<file path="config.mk">
export PLATFORM = sky130hd
export DESIGN_NAME = ctl_frame_unit
export DESIGN_NICKNAME = d
export VERILOG_FILES = /design/src/rtl/ctl_frame_pkg.sv /design/src/rtl/cfu_tx.sv /design/src/rtl/cfu_rx.sv /design/src/rtl/ctl_frame_unit.sv
export SDC_FILE = /design/constraint.sdc
export NUM_CORES = 1
export LEC_CHECK = 0
export BUFFER_PORTS_ARGS = -buffer_cell sky130_fd_sc_hd__buf_2
export CAP_MARGIN = 20
export CORE_MARGIN = 1
export CORE_UTILIZATION = 57
export CTS_CLUSTER_DIAMETER = 100
export CTS_CLUSTER_SIZE = 28
export DETAILED_ROUTE_END_ITERATION = 7
export GPL_TIMING_DRIVEN = 0
export PLACE_DENSITY_LB_ADDON = 0.12
export SYNTH_ARGS = -nofsm -noshare
export SYNTH_HDL_FRONTEND = slang
export SYNTH_HIERARCHICAL = 1
export SYNTH_SLANG_ARGS = --single-unit
</file>
<file path="constraint.sdc">
create_clock -name clk -period 2.5 [get_ports clk]
set_clock_uncertainty 0.2 [all_clocks]
set_input_delay 0.125 -clock clk [delete_from_list [all_inputs] [get_ports clk]]
set_output_delay 0.125 -clock clk [all_outputs]
set_load 0.05 [all_outputs]
</file>
<file path="src/rtl/ctl_frame_pkg.sv">
package ctl_frame_pkg;

    localparam int  SHORT_LEN = 3;
    localparam int  LONG_LEN  = 4;
    localparam logic MARKER   = 1'b1;

    typedef enum logic [1:0] {
        TX_IDLE = 2'd0,
        TX_SEND = 2'd1,
        TX_GAP  = 2'd2
    } tx_state_e;

    typedef enum logic {
        RX_IDLE    = 1'b0,
        RX_COLLECT = 1'b1
    } rx_state_e;

    typedef struct packed {
        logic data_req;
        logic cmd_req;
    } rx_fields_t;

    // Frame length in bits for the given select value.
    function automatic logic [2:0] frame_len(input logic short_sel);
        return short_sel ? 3'(SHORT_LEN) : 3'(LONG_LEN);
    endfunction

endpackage

</file>
<file path="src/rtl/cfu_tx.sv">
module cfu_tx
    import ctl_frame_pkg::*;
#(
    parameter int BIT_CYCLES = 4,
    parameter int GAP_BITS   = 4
) (
    input  logic       clk,
    input  logic       rst,
    input  logic       short_frame,
    input  logic       tx_req,
    input  logic [2:0] tx_fields,
    output logic       tx_ser,
    output logic       tx_stb,
    output logic       tx_busy
);
    localparam int GAP_LIMIT = GAP_BITS * BIT_CYCLES;
    localparam int TMR_W     = $clog2(GAP_LIMIT + 1);

    tx_state_e        state;
    logic [3:0]       shreg;
    logic [1:0]       left;
    logic [TMR_W-1:0] timer;

    always_ff @(posedge clk) begin
        if (rst) begin
            state  <= TX_IDLE;
            shreg  <= '0;
            left   <= '0;
            timer  <= '0;
            tx_ser <= 1'b0;
            tx_stb <= 1'b0;
        end else begin
            tx_ser <= 1'b0;
            tx_stb <= 1'b0;
            unique case (state)
                TX_IDLE: begin
                    if (tx_req) begin
                        shreg  <= {MARKER, tx_fields};
                        left   <= 2'(frame_len(short_frame) - 3'd1);
                        tx_ser <= MARKER;
                        tx_stb <= 1'b1;
                        timer  <= TMR_W'(1);
                        state  <= TX_SEND;
                    end
                end
                TX_SEND: begin
                    if (timer == TMR_W'(BIT_CYCLES)) begin
                        timer <= TMR_W'(1);
                        if (left != 2'd0) begin
                            shreg  <= {shreg[2:0], 1'b0};
                            tx_ser <= shreg[2];
                            tx_stb <= 1'b1;
                            left   <= left - 2'd1;
                        end else begin
                            state <= TX_GAP;
                        end
                    end else begin
                        timer <= timer + 1'b1;
                    end
                end
                TX_GAP: begin
                    if (timer == TMR_W'(GAP_LIMIT)) begin
                        state <= TX_IDLE;
                    end else begin
                        timer <= timer + 1'b1;
                    end
                end
                default: state <= TX_IDLE;
            endcase
        end
    end

    assign tx_busy = (state != TX_IDLE);

endmodule

</file>
<file path="src/rtl/cfu_rx.sv">
module cfu_rx
    import ctl_frame_pkg::*;
#(
    parameter int BIT_CYCLES = 4,
    parameter int GAP_BITS   = 4
) (
    input  logic clk,
    input  logic rst,
    input  logic short_frame,
    input  logic rx_ser,
    input  logic rx_stb,
    output logic rx_valid,
    output logic rx_data_req,
    output logic rx_cmd_req,
    output logic rx_len_err
);
    localparam int GAP_LIMIT = GAP_BITS * BIT_CYCLES;
    localparam int TMR_W     = $clog2(GAP_LIMIT + 1);
    localparam int CNT_W     = $clog2(LONG_LEN + 2);

    rx_state_e        state;
    logic [CNT_W-1:0] cnt;
    logic [TMR_W-1:0] gap;
    rx_fields_t       fld;

    always_ff @(posedge clk) begin
        if (rst) begin
            state       <= RX_IDLE;
            cnt         <= '0;
            gap         <= '0;
            fld         <= '0;
            rx_valid    <= 1'b0;
            rx_data_req <= 1'b0;
            rx_cmd_req  <= 1'b0;
            rx_len_err  <= 1'b0;
        end else begin
            rx_valid    <= 1'b0;
            rx_data_req <= 1'b0;
            rx_cmd_req  <= 1'b0;
            rx_len_err  <= 1'b0;
            unique case (state)
                RX_IDLE: begin
                    if (rx_stb && (rx_ser == MARKER)) begin
                        cnt   <= CNT_W'(1);
                        gap   <= '0;
                        state <= RX_COLLECT;
                    end
                end
                RX_COLLECT: begin
                    if (rx_stb) begin
                        if (cnt != '1) cnt <= cnt + 1'b1;
                        if (cnt == CNT_W'(1)) fld.data_req <= rx_ser;
                        if (cnt == CNT_W'(2)) fld.cmd_req  <= rx_ser;
                        gap <= '0;
                    end else if (gap == TMR_W'(GAP_LIMIT - 1)) begin
                        state <= RX_IDLE;
                        if (cnt == CNT_W'(frame_len(short_frame))) begin
                            rx_valid    <= 1'b1;
                            rx_data_req <= fld.data_req;
                            rx_cmd_req  <= fld.cmd_req;
                        end else begin
                            rx_len_err  <= 1'b1;
                        end
                    end else begin
                        gap <= gap + 1'b1;
                    end
                end
                default: state <= RX_IDLE;
            endcase
        end
    end

endmodule

</file>
<file path="src/rtl/ctl_frame_unit.sv">
module ctl_frame_unit #(
    parameter int BIT_CYCLES = 4,
    parameter int GAP_BITS   = 4
) (
    input  logic       clk,
    input  logic       rst,
    input  logic       short_frame,
    input  logic       tx_req,
    input  logic [2:0] tx_fields,
    output logic       tx_ser,
    output logic       tx_stb,
    output logic       tx_busy,
    input  logic       rx_ser,
    input  logic       rx_stb,
    output logic       rx_valid,
    output logic       rx_data_req,
    output logic       rx_cmd_req,
    output logic       rx_len_err
);

    cfu_tx #(.BIT_CYCLES(BIT_CYCLES), .GAP_BITS(GAP_BITS)) i_tx (
        .clk         (clk),
        .rst         (rst),
        .short_frame (short_frame),
        .tx_req      (tx_req),
        .tx_fields   (tx_fields),
        .tx_ser      (tx_ser),
        .tx_stb      (tx_stb),
        .tx_busy     (tx_busy)
    );

    cfu_rx #(.BIT_CYCLES(BIT_CYCLES), .GAP_BITS(GAP_BITS)) i_rx (
        .clk         (clk),
        .rst         (rst),
        .short_frame (short_frame),
        .rx_ser      (rx_ser),
        .rx_stb      (rx_stb),
        .rx_valid    (rx_valid),
        .rx_data_req (rx_data_req),
        .rx_cmd_req  (rx_cmd_req),
        .rx_len_err  (rx_len_err)
    );

endmodule

</file>
==> metrics.yaml, run 1 <==
outcome: "completed"
viasPerCell: 5.78
yosysWarnings: 6
multi_input_area_um2: 927
grt_util_met3: 0.0833
cpMaxStageDelayCell: "dlygate4sd3_1"
max_freq_ghz: 0.429
cts-root-buf: "clkbuf_4"
drv_slew: 0
critical_path.max_stage_delay_ns: 0.57
netlist_instances: 174
synth.avg_cell_area_um2: 9.00
n_fill_cell: 203
crit_type: "register to register"
worstPathArrival_ns: 2.41
clk_latency_ns: 0.33
clock_sinks: 29
async_flop_share: 0
hpwl_mm: 2.15
dieArea_um2: 2960
wire_per_inst_um: 13.3
fp.dieH_um: 54.4
min_period_ns: 2.33
drcViolationCount: 0
antenna_found_initial: 0
vias: 1347
port_buffers: 14
hold_path_class: "input port to register"
critPathCaptureType: "register"
setup_tns_ns: 0
ys.flop_type: "dfxtp_1"
cpLargestDelayFamily: "buffers and inverters"
top_usage_layer: "met2"
grt_util_met2: 0.380
slew_headroom: 0.684
hold_viol_final: 0
syn-cell-area_um2: 1570
cp_max_fo: 6
drtAntennaViolNets: 0
postLayoutCoreUtil: 0.714
power_per_cell_area_nw_per_um2: 664
critical_path_required_ns: 2.57
drt-total-wl_mm: 3.10
grt_use_met1: 0.268
synthToLayoutAreaGrowth_pct: 16.1
core_area_um2: 2540
path_buf_inv: 2
seq_area_frac_synth: 0.371
period_share: 0.932
clockBufferDepth: 2
syn-num-nets: 196
cts-buffers-inserted: 5
grt_first_pass_wirelength_mm: 4.97
cts_tree: "done"
die_x_um: 54.4
dpl.cell_count: 218
start_kind: "register"
ir_drop_v: 0.000630
path_clk_slew_ns: 0.09
power.total_mw: 1.21
rsz0062_at_grt: "no"
layout.nets: 224
tightest_slew_ns: 0.469
drv_cap: 0
ys_ff_latch: 29
setup_viol: 0
seqCellArea_um2: 581
antenna_cells: 0
track_usage: 0.240
firstDrtPassIters: 4
synth_cell_types: 39
rrSetupSlack_ns: 0.17
start_util: 0.615
gp_congestion: 0.828
fin_cells: 233
p_leak_nw: 0.726
grt_pass1_vias: 1194
overflow: 0
synth_edf_count: 0
drive_above_1_share: 0.167
rows: 18
drt-initial-drc-count: 35
grt_max_degree: 11
ioPinCount: 16
path_cells: "inv_1 -> ha_1 -> nand4bb_2 -> a211oi_4 -> nor2_1 -> a211oi_1 -> dlygate4sd3_1"
cts_htree_levels: 2
==> cells in the mapped netlist, types with 2 or more instances <==
master    instances  area, um2
clkbuf_1          3       11.3
a21oi_1          13       65.1
nand2_1          10       37.5
mux2i_1           7       70.1
nand2b_1          8       50.1
inv_1            11       41.3
a21oi_2           2       17.5
o31ai_1           3       22.5
o21ai_0           9       45.0
nor3b_1           3       22.5
nand4b_1          4       35.0
or4_1             2       15.0
a31oi_1           4       25.0
nand3b_1          2       15.0
ha_1             13        163
nand3_1           9       45.0
nor2_1           12       45.0
a211oi_1          2       15.0
dfxtp_1          29        581
and2_1            4       25.0
nor3_1            4       20.0
nor2b_1           3       18.8
==> placed cells by master (no fill, tap or decap), types with 5 or more instances in the layout <==
cell type / netlist / layout
dfxtp_1: 29 / 29
buf_2: 0 / 14
a21oi_1: 13 / 13
nor2_1: 12 / 12
ha_1: 13 / 12
inv_1: 11 / 11
nand2_1: 10 / 10
o21ai_0: 9 / 9
nand3_1: 9 / 9
nand2b_1: 8 / 8
dlygate4sd3_1: 0 / 7
mux2i_1: 7 / 7
clkbuf_4: 0 / 5
==> metrics by stage <==
step	hold slack [ns]	setup slack (ns)	cell area (um2)
4_1_cts	0.00201	0.0733	1810
3_5_place_dp	0.216	0.457	1670
6_report	0.0228	0.169	1820
2_1_floorplan	-0.00286	0.566	1570
3_3_place_gp	0.208	0.499	1670
5_1_grt	0.0130	0.00414	1820
==> state kept, by name (all words and copies together), names as in the netlist, 2 cells and up <==
signal and count:
i_rx/fld 2, i_tx/timer 5, i_tx/left 2, i_tx/shreg 3
i_rx/gap 5, i_rx/cnt 3, i_tx/state 2
==> power by group <==
part / internal [mW] / switching [mW] / leakage [nW]
sequential: 0.501 / 0.0351 / 0.236
combinational: 0.136 / 0.205 / 0.448
clock: 0.163 / 0.165 / 0.0413
==> repair_timing <==
action                     in CTS  in global routing
hold buffers                    7                  0
setup endpoints to repair       0                  1
gates resized for setup         0                  3
setup buffers                   0                  0
hold endpoints to repair       16                  0
==> worst paths after layout <==
path | startpoint | endpoint | cells after the start
max reg2reg | i_tx/timer[0] | i_tx/shreg[1] | 7
min | tx_fields[2] | i_tx/shreg[2] | 3
min reg2reg | i_tx/shreg[2] | i_tx/tx_ser | 2
max | i_tx/timer[0] | i_tx/shreg[1] | 7
==> kinds of logic after synthesis <==
group,share of synthesized area
compound gates,0.173
fa+ha+maj,0.104
buf+inv,0.0384
flops,0.371
mux,0.0448
simple gates,0.269
==> area by class of cell <==
type                    instances  area share
well taps                      30      0.0207
clock inverters                 1     0.00275
repair buffers                 21      0.0771
inverters                      11      0.0227
multi-input cells             130       0.510
plain buffers                   4      0.0110
clock buffers                   7      0.0358
flip-flops and latches         29       0.320
==> worst register-to-register path, stage by stage, from the launching register on <==
cell	delay, ns
dfxtp_1	0.36
inv_1	0.07
ha_1	0.20
nand4bb_2	0.19
a211oi_4	0.40
nor2_1	0.07
a211oi_1	0.21
dlygate4sd3_1	0.57
==> metal layers <==
metal | vias up | wire length, um | part of all wire
met1 | 616 | 1390 | 0.45
met4 | 0 | 77 | 0.025
met5 | - | 0 | 0
met3 | 9 | 161 | 0.052
li1 | 680 | - | -
met2 | 42 | 1470 | 0.48
(Power assumes the default switching activity.)
==> inputs of run 2 (changes only) <==
- SKIP_CTS_REPAIR_TIMING: not set -> 1
- clock period: 2.5 -> 2.61 ns (I/O delays scaled with it)
==> metrics.yaml, run 2 (synthesis gave the netlist of run 1 again) <==
outcome: "finished, violations left"
violations: "negative hold slack"
antenna_cells: 0
start_kind: "register"
netSwitchingPower_mw: 0.388
crit_type: "register to register"
worstReg2RegEnd: "i_tx/shreg[1]"
seqPwrFrac: 0.447
cellInternalPower_mw: 0.762
p_leak_nw: 0.715
hold_ws_ns: -0.0218
drv_cap: 0
rsz0062_at_grt: "no"
swShare: 0.337
drcViolationCount: 0
vias: 1339
r2r-start: "i_tx/state[1]"
worstPathArrival_ns: 2.51
max_freq_ghz: 0.410
viasPerCell: 5.80
cpLargestDelayFamily: "buffers and inverters"
grt_max_degree: 11
die_x_um: 54.4
power.total_mw: 1.15
overflow: 0
cts_htree_levels: 2
cpMaxStageDelayCell: "dlygate4sd3_1"
clockBufferDepth: 2
layout.nets: 222
drt-total-wl_mm: 3.06
drv_slew: 0
rows: 18
period_share: 0.934
track_usage: 0.234
slew_headroom: 0.675
cts-buffers-inserted: 5
mostFrequentLayoutCell: "dfxtp_1"
hpwl_mm: 2.15
drtAntennaViolNets: 0
start_util: 0.615
antenna_found_initial: 0
critical_path.max_stage_delay_ns: 0.57
critical_path_required_ns: 2.69
min_period_ns: 2.44
synthToLayoutAreaGrowth_pct: 14.5
pwr-share-comb: 0.279
tightest_slew_ns: 0.487
critPathCaptureType: "register"
largestRegisters: "i_rx/gap: 5 flops, i_tx/timer: 5 flops"
grt_pass1_vias: 1153
path_buf_inv: 3
core_area_um2: 2540
firstDrtPassIters: 4
r2r_cells: 6
port_buffers: 14
grt_first_pass_wirelength_mm: 4.86
clock_sinks: 29
cp_max_fo: 10
dieArea_um2: 2960
power_per_cell_area_nw_per_um2: 641
setup_tns_ns: 0
ioPinCount: 16
clkPwrFrac: 0.274
hold_viol_final: 4
setup_viol: 0
drive_above_1_share: 0.159
cts-root-buf: "clkbuf_4"
ir_drop_v: 0.000604
clk_latency_ns: 0.33
rrSetupSlack_ns: 0.17
fp.dieH_um: 54.4
hold_path_class: "input port to register"
final_cell_mix: "29 x dfxtp_1, 14 x buf_2, 13 x a21oi_1, 13 x ha_1, 12 x nor2_1"
cts_tree: "done"
path_clk_slew_ns: 0.09
gp_congestion: 0.828
path_cells: "inv_1 -> ha_1 -> clkbuf_1 -> mux2i_1 -> a211oi_1 -> dlygate4sd3_1"
drt-initial-drc-count: 35
wire_per_inst_um: 13.2
path_depth: 6
crit_start: "i_tx/state[1]"
critPathCapture: "i_tx/shreg[1]"
## run 2: cell types whose count changed in the layout (fill, tap and decap cells not counted)
cell           previous run  this run
dlygate4sd3_1             7         5
clkbuf_2                  1         0
ha_2                      1         0
ha_1                     12        13
clkbuf_1                  2         3
## run 2: stage by stage
| stage | instances | util | instance area (um2) | worst slack, ns |
|---|---|---|---|---|
| after floorplan | 174 | - | 1570 | 0.676 |
| after global placement | 218 | 0.657 | 1670 | 0.609 |
| after detailed placement | 218 | 0.657 | 1670 | 0.567 |
| after CTS | 226 | 0.685 | 1740 | 0.534 |
| after global routing | 231 | 0.705 | 1790 | 0.0123 |
| final | 231 | 0.705 | 1790 | 0.172 |
## run 2: layer usage
layer,GRT usage,wire (um)
met2,0.376,1430
met3,0.0833,157
met1,0.261,1380
met4,0.150,83
met5,0,0
## run 2: final cells by class
cell class | instances | area (um2)
Buffer | 4 | 18.8
Clock buffer | 7 | 65.1
Clock inverter | 1 | 5.00
Fill cell | 206 | 752
Inverter | 11 | 41.3
Multi-Input combinational cell | 130 | 925
Sequential cell | 29 | 581
Tap cell | 30 | 37.5
Timing Repair Buffer | 19 | 120
## run 2: worst register-to-register path: stages, from the launching register on
cell           delay [ns]
dfxtp_1              0.34
inv_1                0.12
ha_1                 0.35
clkbuf_1             0.44
mux2i_1              0.14
a211oi_1             0.24
dlygate4sd3_1        0.57
## run 2: how the worst min path moves through the flow
stage                            start       endpoint  slack (ns)  cells after the start
final                     tx_fields[0]  i_tx/shreg[0]       -0.02                      4
after global placement             rst  i_tx/shreg[1]        0.21                      2
after floorplan                    rst  i_tx/timer[0]       0.003                      1
after CTS                          rst  i_tx/shreg[1]       -0.14                      2
after detailed placement           rst  i_tx/timer[0]        0.22                      2
after global routing      tx_fields[0]  i_tx/shreg[0]       0.007                      4
## run 2: power by group through the flow
stage	Clock [mW]	Sequential, mW	Combinational, mW
final	0.315	0.513	0.321
after detailed placement	0	0.523	0.302
after global placement	0	0.520	0.294
after CTS	0.325	0.513	0.309
after global routing	0.337	0.520	0.354
after floorplan	0	0.529	0.232
==> inputs of run 3 (changes only) <==
- ABC_AREA: not set -> 1
- CORE_UTILIZATION: 57 -> 58
==> metrics.yaml, run 3 <==
outcome: "finished, violations left"
violations: "negative hold slack"
drive_above_1_share: 0.195
cts_htree_levels: 2
swShare: 0.437
setup_tns_ns: 0
hpwl_mm: 2.33
critical_path_required_ns: 2.28
hp-start: "tx_fields[1]"
min_period_ns: 1.73
n_fill_cell: 240
ir_drop_v: 0.000965
ioPinCount: 16
vias: 1505
rsz0062_at_grt: "no"
ys_ff_latch: 29
async_flop_share: 0
cellInternalPower_mw: 0.921
hold_path_class: "input port to register"
crit_start: "i_tx/state[0]"
cts-root-buf: "clkbuf_4"
core_area_um2: 2760
syn-num-nets: 265
crit_type: "register to output port"
dpl_cell_area_um2: 1810
synth_area_leaders: "dfxtp_1 34%, nand2_1 13%, ha_1 9.6%, inv_1 7.1%, nor2_1 6.6%"
syn-cell-area_um2: 1700
track_usage: 0.217
drt-initial-drc-count: 54
grt_first_pass_wirelength_mm: 5.42
r2r_cells: 8
clock_sinks: 29
cp_max_fo: 4
slew_headroom: 0.621
postLayoutCoreUtil: 0.703
start_util: 0.615
critPathCapture: "tx_busy"
drt-total-wl_mm: 3.17
synth_common_cells: "58 x nand2_1, 32 x inv_1, 30 x nor2_1, 29 x dfxtp_1"
netlist.area_leader.share: 0.342
grt_pass1_vias: 1347
period_share: 0.664
yosysMostFrequentCell: "nand2_1"
antenna_found_initial: 0
design_area_um2: 1940
clkPwrFrac: 0.190
fp.dieH_um: 56.1
port_buffers: 15
rows: 19
final_cell_mix: "58 x nand2_1, 32 x inv_1, 30 x nor2_1"
pwr-share-comb: 0.469
hold_viol_final: 1
r2r-start: "i_rx/gap[0]"
power_per_cell_area_nw_per_um2: 843
start_kind: "register"
drv_cap: 0
cts-buffers-inserted: 5
worstReg2RegEnd: "i_rx/rx_cmd_req"
rrSetupSlack_ns: 0.89
tightest_slew_ns: 0.569
clk_latency_ns: 0.33
cts_tree: "done"
synth_top_cell_by_area: "dfxtp_1"
drtAntennaViolNets: 0
hold_ws_ns: -0.0203
synth_edf_count: 0
antenna_cells: 0
dpl.cell_count: 289
yosysWarnings: 6
ys.flop_type: "dfxtp_1"
largestRegisters: "i_rx/gap: 5 flops, i_tx/timer: 5 flops"
synth_cell_types: 28
grt_max_degree: 11
fin_cells: 303
setup_viol: 0
cpMaxStageDelayCell: "dfxtp_1"
netlist_instances: 243
mostFrequentLayoutCell: "nand2_1"
overflow: 0
viasPerCell: 4.97
path_cells: "inv_1 -> ha_1 -> inv_2 -> buf_2"
drcViolationCount: 0
worstPathArrival_ns: 1.40
gp_congestion: 0.915
synth.avg_cell_area_um2: 6.98
synthToLayoutAreaGrowth_pct: 14.4
netSwitchingPower_mw: 0.714
wire_per_inst_um: 10.5
seqPwrFrac: 0.341
critical_path.max_stage_delay_ns: 0.40
critPathCaptureType: "output port"
drv_slew: 0
path_clk_slew_ns: 0.09
die_x_um: 56.1
p_leak_nw: 0.892
layout.nets: 293
seq_area_frac_synth: 0.342
max_freq_ghz: 0.577
dieArea_um2: 3140
clockBufferDepth: 2
firstDrtPassIters: 4
[run 3: cell types whose count changed after synthesis, sizes merged, moves of 5 or more]
cell	change
inv	+27
mux2i	-7
nand2	+56
nand2b	-8
nand3	+5
nor2	+22
[run 3: cell families after synthesis]
group | Yosys count | synth area share
buffers and inverters | 43 | 0.103
AND/OR/NAND/NOR | 126 | 0.345
adder cells (fa/ha/maj) | 13 | 0.0959
flip-flops | 29 | 0.342
AO/OA/AOI/OAI | 32 | 0.113
[run 3: critical path: cells and delay by family, from the launching register on]
kind                     cells  cell delay, ns
adder cells (fa/ha/maj)      1            0.25
buffers and inverters        3            0.43
flip-flops                   1            0.40
[run 3: final cells by class]
| type | instances | area, um2 | area share |
|---|---|---|---|
| inverter | 41 | 160 | 0.0826 |
| clock buffer | 7 | 65.1 | 0.0335 |
| clock inverter | 1 | 5.00 | 0.00258 |
| buffer | 2 | 15.0 | 0.00774 |
| sequential | 29 | 581 | 0.299 |
| tap | 31 | 38.8 | 0.0200 |
| timing repair buffer | 21 | 135 | 0.0697 |
| multi-input combinational | 171 | 940 | 0.485 |
[run 3: worst min-delay path by stage]
stage                                to  slack (ns)  cells past startpoint
final                     i_tx/shreg[1]       -0.02                      5
after global routing      i_tx/shreg[1]       0.001                      5
after CTS                   i_tx/tx_stb       -0.16                      2
after detailed placement    i_tx/tx_stb        0.20                      2
after global placement      i_tx/tx_stb        0.20                      2
after floorplan             i_tx/tx_stb      -0.001                      1
[run 3: power groups by stage]
| stage | registers, mW | logic, mW | clock network, mW |
|---|---|---|---|
| global route | 0.565 | 0.859 | 0.340 |
| detailed placement | 0.565 | 0.756 | 0 |
| floorplan | 0.572 | 0.601 | 0 |
| CTS | 0.554 | 0.761 | 0.322 |
| global placement | 0.563 | 0.743 | 0 |
| finish | 0.557 | 0.767 | 0.311 |
[run 3: metrics by stage]
step | total power [mW] | setup WS [ns] | hold WS [ns]
detailed placement | 1.32 | 0.902 | 0.198
global placement | 1.31 | 0.922 | 0.196
finish | 1.63 | 0.877 | -0.0203
CTS | 1.64 | 0.857 | -0.164
floorplan | 1.17 | 0.911 | -0.000968
global route | 1.76 | 0.749 | 0.00105
[run 3: layer usage]
| layer | GRT usage | up-vias | part of all wire |
|---|---|---|---|
| met2 | 0.364 | 28 | 0.46 |
| met3 | 0.0767 | 7 | 0.041 |
| li1 | - | 815 | - |
| met4 | 0.0906 | 0 | 0.019 |
| met5 | 0 | - | 0 |
| met1 | 0.251 | 655 | 0.48 |
